$ cat src/rtl/tlb_pkg.sv
package tlb_pkg;
  // Strobes from control to the entry array, one per state change.
  typedef struct packed {
    logic fill;       // write refill data into fillSlot
    logic setDirty;   // mark the matching entry dirty
    logic flushAll;   // clear every valid bit
    logic flushAsid;  // clear valid bits of one identifier
  } tlbStrobes_t;
endpackage

$ cat src/rtl/tlb_entry_array.sv
module tlb_entry_array #(
  parameter int ENTRIES = 32,
  parameter int VPN_W   = 20,
  parameter int ASID_W  = 8,
  parameter int PPN_W   = 18,
  localparam int IDX_W  = $clog2(ENTRIES)
) (
  input  logic                  clk,
  input  logic                  rstN,
  input  tlb_pkg::tlbStrobes_t  strobes,
  input  logic [IDX_W-1:0]      fillSlot,
  input  logic [VPN_W-1:0]      lookupVpn,
  input  logic [ASID_W-1:0]     lookupAsid,
  input  logic [VPN_W-1:0]      refillVpn,
  input  logic [ASID_W-1:0]     refillAsid,
  input  logic [PPN_W-1:0]      refillPpn,
  input  logic                  refillWritable,
  input  logic [ASID_W-1:0]     flushAsidVal,
  output logic                  hitAny,
  output logic [PPN_W-1:0]      hitPpn,
  output logic                  hitWritable,
  output logic                  hitDirty,
  output logic                  freeAny,
  output logic [IDX_W-1:0]      freeIdx,
  output logic                  dupAny,
  output logic [IDX_W-1:0]      dupIdx
);
  logic [ENTRIES-1:0] validQ, dirtyQ, writableQ;
  logic [VPN_W-1:0]   vpnQ  [ENTRIES];
  logic [ASID_W-1:0]  asidQ [ENTRIES];
  logic [PPN_W-1:0]   ppnQ  [ENTRIES];
  logic [ENTRIES-1:0] hitVec, dupVec, flushVec;

  // Parallel comparators, one set per entry.
  for (genvar g = 0; g < ENTRIES; g++) begin : g_cmp
    assign hitVec[g]   = validQ[g] && vpnQ[g] == lookupVpn && asidQ[g] == lookupAsid;
    assign dupVec[g]   = validQ[g] && vpnQ[g] == refillVpn && asidQ[g] == refillAsid;
    assign flushVec[g] = strobes.flushAll || (strobes.flushAsid && asidQ[g] == flushAsidVal);
  end

  always_comb begin
    hitAny      = |hitVec;
    dupAny      = |dupVec;
    freeAny     = ~&validQ;
    hitPpn      = '0;
    hitWritable = 1'b0;
    hitDirty    = 1'b0;
    dupIdx      = '0;
    freeIdx     = '0;
    for (int i = 0; i < ENTRIES; i++) begin
      if (hitVec[i]) begin
        hitPpn      |= ppnQ[i];
        hitWritable |= writableQ[i];
        hitDirty    |= dirtyQ[i];
      end
      if (dupVec[i]) dupIdx |= IDX_W'(i);
    end
    for (int i = ENTRIES - 1; i >= 0; i--) begin
      if (!validQ[i]) freeIdx = IDX_W'(i);
    end
  end

  // Valid and dirty state; a refill wins over a flush of the same slot.
  always_ff @(posedge clk or negedge rstN) begin
    if (!rstN) begin
      validQ <= '0;
      dirtyQ <= '0;
    end else begin
      for (int i = 0; i < ENTRIES; i++) begin
        if (strobes.fill && fillSlot == IDX_W'(i)) begin
          validQ[i] <= 1'b1;
          dirtyQ[i] <= 1'b0;
        end else begin
          if (flushVec[i]) validQ[i] <= 1'b0;
          if (strobes.setDirty && hitVec[i]) dirtyQ[i] <= 1'b1;
        end
      end
    end
  end

  // Payload storage, no reset needed.
  always_ff @(posedge clk) begin
    for (int i = 0; i < ENTRIES; i++) begin
      if (strobes.fill && fillSlot == IDX_W'(i)) begin
        vpnQ[i]      <= refillVpn;
        asidQ[i]     <= refillAsid;
        ppnQ[i]      <= refillPpn;
        writableQ[i] <= refillWritable;
      end
    end
  end

  // refill steering must never leave two entries answering one lookup.
  assert_single_match_R8: assert property (@(posedge clk) disable iff (!rstN)
    $onehot0(hitVec));

  // a flush-all without a refill empties the table at the next edge.
  assert_flush_empty_R9: assert property (@(posedge clk) disable iff (!rstN)
    (strobes.flushAll && !strobes.fill) |=> (validQ == '0));

  // the slot named for a refill is valid afterwards.
  assert_fill_lands_R6: assert property (@(posedge clk) disable iff (!rstN)
    strobes.fill |=> validQ[$past(fillSlot)]);
endmodule

$ cat src/rtl/tlb_lookup_ctrl.sv
module tlb_lookup_ctrl #(
  parameter int ENTRIES = 32,
  parameter int OFF_W   = 12,
  parameter int PPN_W   = 18,
  localparam int IDX_W  = $clog2(ENTRIES),
  localparam int PA_W   = PPN_W + OFF_W
) (
  input  logic                  clk,
  input  logic                  rstN,
  input  logic                  lookupValid,
  input  logic                  lookupWrite,
  input  logic [OFF_W-1:0]      lookupOffset,
  input  logic                  refillValid,
  input  logic                  flushAll,
  input  logic                  flushAsidValid,
  input  logic                  hitAny,
  input  logic [PPN_W-1:0]      hitPpn,
  input  logic                  hitWritable,
  input  logic                  hitDirty,
  input  logic                  freeAny,
  input  logic [IDX_W-1:0]      freeIdx,
  input  logic                  dupAny,
  input  logic [IDX_W-1:0]      dupIdx,
  output tlb_pkg::tlbStrobes_t  strobes,
  output logic [IDX_W-1:0]      fillSlot,
  output logic [PA_W-1:0]       physAddr,
  output logic                  hit,
  output logic                  miss,
  output logic                  wrFault,
  output logic                  dirty
);
  logic [IDX_W-1:0] rrPtr;
  logic grant, denied, noMatch;

  assign grant   = lookupValid && hitAny && (!lookupWrite || hitWritable);
  assign denied  = lookupValid && hitAny && lookupWrite && !hitWritable;
  assign noMatch = lookupValid && !hitAny;

  always_comb begin
    strobes.fill      = refillValid;
    strobes.setDirty  = grant && lookupWrite;
    strobes.flushAll  = flushAll;
    strobes.flushAsid = flushAsidValid;
    if (dupAny)       fillSlot = dupIdx;
    else if (freeAny) fillSlot = freeIdx;
    else              fillSlot = rrPtr;
  end

  always_ff @(posedge clk or negedge rstN) begin
    if (!rstN) begin
      rrPtr    <= '0;
      hit      <= 1'b0;
      miss     <= 1'b0;
      wrFault  <= 1'b0;
      dirty    <= 1'b0;
      physAddr <= '0;
    end else begin
      if (refillValid) rrPtr <= (rrPtr == IDX_W'(ENTRIES - 1)) ? '0 : rrPtr + 1'b1;
      hit      <= grant;
      miss     <= noMatch;
      wrFault  <= denied;
      dirty    <= grant && (hitDirty || lookupWrite);
      physAddr <= grant ? {hitPpn, lookupOffset} : '0;
    end
  end

  // at most one result flag per cycle.
  assert_one_flag_R2: assert property (@(posedge clk) disable iff (!rstN)
    $onehot0({hit, miss, wrFault}));

  // every lookup is answered at the next edge.
  assert_lookup_answered_R2: assert property (@(posedge clk) disable iff (!rstN)
    lookupValid |=> (hit || miss || wrFault));

  // a protection fault only follows a write request.
  assert_fault_on_write_R4: assert property (@(posedge clk) disable iff (!rstN)
    wrFault |-> $past(lookupWrite && lookupValid));

  // the dirty output is only meaningful alongside a hit.
  assert_dirty_with_hit_R5: assert property (@(posedge clk) disable iff (!rstN)
    dirty |-> hit);
endmodule

$ cat src/rtl/asid_tlb.sv
module asid_tlb #(
  parameter int ENTRIES = 32,
  parameter int VA_W    = 32,
  parameter int OFF_W   = 12,
  parameter int PPN_W   = 18,
  parameter int ASID_W  = 8,
  localparam int VPN_W  = VA_W - OFF_W,
  localparam int PA_W   = PPN_W + OFF_W,
  localparam int IDX_W  = $clog2(ENTRIES)
) (
  input  logic              clk,
  input  logic              rstN,
  input  logic              lookupValid,
  input  logic [VA_W-1:0]   lookupVaddr,
  input  logic [ASID_W-1:0] lookupAsid,
  input  logic              lookupWrite,
  input  logic              refillValid,
  input  logic [VPN_W-1:0]  refillVpn,
  input  logic [ASID_W-1:0] refillAsid,
  input  logic [PPN_W-1:0]  refillPpn,
  input  logic              refillWritable,
  input  logic              flushAll,
  input  logic              flushAsidValid,
  input  logic [ASID_W-1:0] flushAsid,
  output logic [PA_W-1:0]   physAddr,
  output logic              hit,
  output logic              miss,
  output logic              wrFault,
  output logic              dirty
);
  tlb_pkg::tlbStrobes_t strobes;
  logic [IDX_W-1:0] fillSlot, freeIdx, dupIdx;
  logic [PPN_W-1:0] hitPpn;
  logic hitAny, hitWritable, hitDirty, freeAny, dupAny;

  tlb_entry_array #(.ENTRIES(ENTRIES), .VPN_W(VPN_W), .ASID_W(ASID_W), .PPN_W(PPN_W)) array_i (
    .clk(clk), .rstN(rstN), .strobes(strobes), .fillSlot(fillSlot),
    .lookupVpn(lookupVaddr[VA_W-1:OFF_W]), .lookupAsid(lookupAsid),
    .refillVpn(refillVpn), .refillAsid(refillAsid), .refillPpn(refillPpn),
    .refillWritable(refillWritable), .flushAsidVal(flushAsid),
    .hitAny(hitAny), .hitPpn(hitPpn), .hitWritable(hitWritable), .hitDirty(hitDirty),
    .freeAny(freeAny), .freeIdx(freeIdx), .dupAny(dupAny), .dupIdx(dupIdx)
  );

  tlb_lookup_ctrl #(.ENTRIES(ENTRIES), .OFF_W(OFF_W), .PPN_W(PPN_W)) ctrl_i (
    .clk(clk), .rstN(rstN), .lookupValid(lookupValid), .lookupWrite(lookupWrite),
    .lookupOffset(lookupVaddr[OFF_W-1:0]), .refillValid(refillValid),
    .flushAll(flushAll), .flushAsidValid(flushAsidValid),
    .hitAny(hitAny), .hitPpn(hitPpn), .hitWritable(hitWritable), .hitDirty(hitDirty),
    .freeAny(freeAny), .freeIdx(freeIdx), .dupAny(dupAny), .dupIdx(dupIdx),
    .strobes(strobes), .fillSlot(fillSlot), .physAddr(physAddr),
    .hit(hit), .miss(miss), .wrFault(wrFault), .dirty(dirty)
  );
endmodule

$ cat config.mk
export PLATFORM = sky130hd
export DESIGN_NAME = asid_tlb
export DESIGN_NICKNAME = d
export VERILOG_FILES = /design/src/rtl/tlb_pkg.sv /design/src/rtl/tlb_entry_array.sv /design/src/rtl/tlb_lookup_ctrl.sv /design/src/rtl/asid_tlb.sv
export SDC_FILE = /design/constraint.sdc
export NUM_CORES = 2
export LEC_CHECK = 0
export BUFFER_PORTS_ARGS = -buffer_cell sky130_fd_sc_hd__clkbuf_2
export CORE_ASPECT_RATIO = 0.9
export CORE_MARGIN = 3
export CORE_UTILIZATION = 50
export CTS_BUF_LIST = sky130_fd_sc_hd__clkbuf_16
export DETAILED_ROUTE_END_ITERATION = 6
export PLACE_DENSITY = 0.77
export SYNTH_ARGS = -nofsm -noshare
export SYNTH_HDL_FRONTEND = slang
export SYNTH_SLANG_ARGS = --single-unit
$ cat constraint.sdc
create_clock -name clk -period 8.1 [get_ports clk]
set_input_delay 0 -clock clk [delete_from_list [all_inputs] [get_ports clk]]
set_output_delay 0 -clock clk [all_outputs]
set_load 0.02 [all_outputs]
==> metrics.md <==
| Metric | Value |
|---|---|
| WP data required | about 8.6 ns |
| GRT Util Overall | 0.405 |
| WL/cell | 39.1 um |
| Mapped Nets | 6467 |
| Y dimension of the die | 392 um |
| Iter 0 DRT Violations | 10971 |
| Total negative slack | 0 ns |
| DR top layer | met5 |
| Grt ovf | 0 |
| Final wirelength | 350000 um |
| Crit Path Max Fanout | 42 |
| Die footprint | 170000 um^2 |
| Worst VDD drop | 0.204 mV |
| Synth area leaders | edfxtp_1 (55%), xnor2_1 (16%), xor2_1 (5.8%), nand4_1 (4.9%), dfrtp_1 (3.1%) |
| FMAX | 174 MHz |
| First-pass GRT wire length | 477000 um |
| Fillers | 12928 |
| Vias in the first global route | 59861 |
| Skew final | approximately 0.064 ns |
| Met1 WL | 124000 um |
| Flops & latches, synth | 1607 |
| Dominant synthesized flop cell | edfxtp_1 |
| Final slew viol count | 0 |
| GPL Wtd Cong | 1.04 |
| H-tree depth | 4 |
| Synth top area share | 0.546 |
| Max Root-Sink Buffers | 3 |
| Worst Setup Start Kind | input port |
| Sequential area share after synthesis | 0.578 |
| Initial antenna violation count | 16 |
| Insertion delay to the later sink of the worst-skew pair | about 0.85 ns |
| Resize count post-CTS | 0 |
| RSZ-0062 raised after global routing | no |
| Row cnt | 140 |
| TritonCTS clock tree | yes |
| Clock transition at path regs | 0.06 ns |
| Dominant cell type by area after synthesis | edfxtp_1 |
| Post-Syn Area | 82700 um^2 |
| Reg-to-reg slack, setup | around 2.5 ns |
| Layout area overhead | 11.7% |
| WL met2 | about 140000 um |
| Worst-Margin Slew | 1.32 ns |
| Core box area | 163000 um^2 |
| Number of max-cap violations | 0 |
| Crit end category | register |
| Power per standard cell area | 209 nW/um^2 |
| TritonCTS Buffers | 166 |
| DRC viols | 0 |
| Fin crit share | 0.711 |
| Leak | 28.4 nW |
| DR WL met3 | 57900 um |
| Final Setup Violations | 0 |
| 1st-pass router iterations | 6 |
| Worst setup path category | in -> reg |
| Final Hold Viols | 0 |
| FFs w/ async S/R, synth | 0.0641 |
| Nets | roughly 6700 |
| Min-Delay Path Class | in -> reg |
| Initial Util | 0.507 |
| Tot Pwr | 19.3 mW |
| Die span in x | 435 um |
| # port buffers | 135 |
| Routed vias/inst | roughly 7.0 |
| Antenna-violating nets left | 0 |
| Synth warnings | 0 |
| Largest net degree at the start of global routing | 104 |
| Syn Inst Count | 6363 |
| Hpwl dp | ~220000 um |
| Status | finished clean |
| Vias | 63014 |
| Io pins | 136 |
| Share of cells above drive strength 1 | 0.105 |
| Syn Area/Cell | roughly 13 um^2 |
| Crit path DAT | 6.21 ns |
| Slew margin rel. | 0.112 |
| Clk Tree Root Cell | clkbuf_16 |
| Post-synth EDFFs | 1504 |
| Crit path time final | 5.76 ns |
| Clk sinks | about 1600 |
| Yosys cell types | 79 |
[final cells by class]
type                       instances  area, um^2  area share
antenna                           11        27.5    0.000298
tap                             2201        2750      0.0298
multi-input combinational       4336       32600       0.353
sequential                      1607       47700       0.517
clock buffer                     168        4200      0.0455
clock inverter                   137        1140      0.0123
timing repair buffer             452        3690      0.0400
inverter                          43         161     0.00175
[sequential cells by signal, summed over array words and instances (netlist names)]
| name | cells |
|---|---|
| array_i.dirtyQ | 32 |
| ctrl_i.hit | 1 |
| array_i.vpnQ | 640 |
| array_i.writableQ | 32 |
| array_i.asidQ | 256 |
| ctrl_i.wrFault | 1 |
| ctrl_i.dirty | 1 |
| array_i.ppnQ | 576 |
| ctrl_i.physAddr | 30 |
| ctrl_i.miss | 1 |
| ctrl_i.rrPtr | 5 |
| array_i.validQ | 32 |
[cell families (layout without fill, tap and decap cells)]
family	Yosys count	count (layout)	share of synthesized area
adder cells (fa/ha/maj)	2	2	0.000303
XOR/XNOR	2040	2040	0.216
other	0	11	0
flip-flops	1607	1607	0.578
multiplexers	6	6	0.000802
AND/OR/NAND/NOR	1780	1780	0.126
AO/OA/AOI/OAI	508	508	0.0485
buffers and inverters	420	800	0.0309
[worst max-delay path, cell delays in order]
cell	delay, ns
dlygate4sd3_1	0.52
buf_4	0.74
buf_4	0.51
xnor2_1	0.21
nand4_1	0.12
nor4_1	0.06
a22oi_1	0.52
nand4_1	0.53
nor4_1	0.59
nand3_1	0.29
or3b_1	0.63
nor2_4	0.85
buf_4	0.51
[routing by layer]
layer  vias up  GRT usage
met3      1332      0.138
met2      6179      0.569
met4         4      0.231
met5         -          0
met1     30928      0.547
li1      24571          -
[stage by stage]
| stage | cells | util | setup slack, ns | hold slack, ns | area, um^2 |
|---|---|---|---|---|---|
| floorplan | 6363 | - | 1.88 | -0.296 | 82700 |
| global placement | 8546 | 0.528 | 2.41 | 0.181 | 86000 |
| detailed placement | 8547 | 0.528 | 2.34 | 0.202 | 86000 |
| CTS | 8944 | 0.566 | 2.68 | 0.00428 | 92300 |
| global route | 8944 | 0.566 | 2.45 | 0.0615 | 92300 |
| finish | 8955 | 0.566 | 2.34 | 0.0994 | 92400 |
[final timing paths]
kind | to | startpoint | cells after the start
worst max-delay path | array_i.vpnQ[0][76] | refillVpn[16] | 13
worst min-delay path | array_i.validQ[12] | flushAsid[0] | 5
worst max register to register | array_i.asidQ[1][33] | array_i.vpnQ[3][32] | 9
worst min register to register | array_i.dirtyQ[16] | array_i.dirtyQ[16] | 2
max in group asynchronous | array_i.validQ[0] | rstN | 4
min in group asynchronous | ctrl_i.physAddr[23] | rstN | 4
[power by group]
group	switching, mW	internal [mW]
sequential	0.140	9.28
combinational	1.57	0.642
clock	3.51	4.13
[cells in the mapped netlist, drive strengths merged, types with 33 or more instances]
cell type / number
dfrtp: 103
edfxtp: 1504
nor2: 76
a221oi: 60
a22o: 62
xor2: 551
nor3: 88
or4: 41
inv: 43
a22oi: 144
nor3b: 33
nand3: 188
buf: 295
or2: 36
clkbuf: 82
nand2: 222
nand4: 651
xnor2: 1489
nor4: 291
a31oi: 40
[layout by cell type (no fill, tap or decap), types with 36 or more instances in the layout]
cell type      count
edfxtp_1        1504
xnor2_1         1488
nand4_1          650
xor2_1           551
nor4_1           276
buf_4            264
nand2_1          222
nand3_1          187
clkbuf_16        168
a22oi_1          144
dfrtp_1          103
dlygate4sd3_1     91
inv_1             75
clkbuf_2          70
nor2_1            68
nor3_1            63
a22o_1            62
a221oi_1          59
or4_1             41
a31oi_1           39
or2_2             36
[repair_timing]
item,in CTS,in global routing
hold endpoints to repair,1351,0
setup buffers,0,0
hold buffers,92,0
Note: power is estimated with default switching activity, not from simulation.
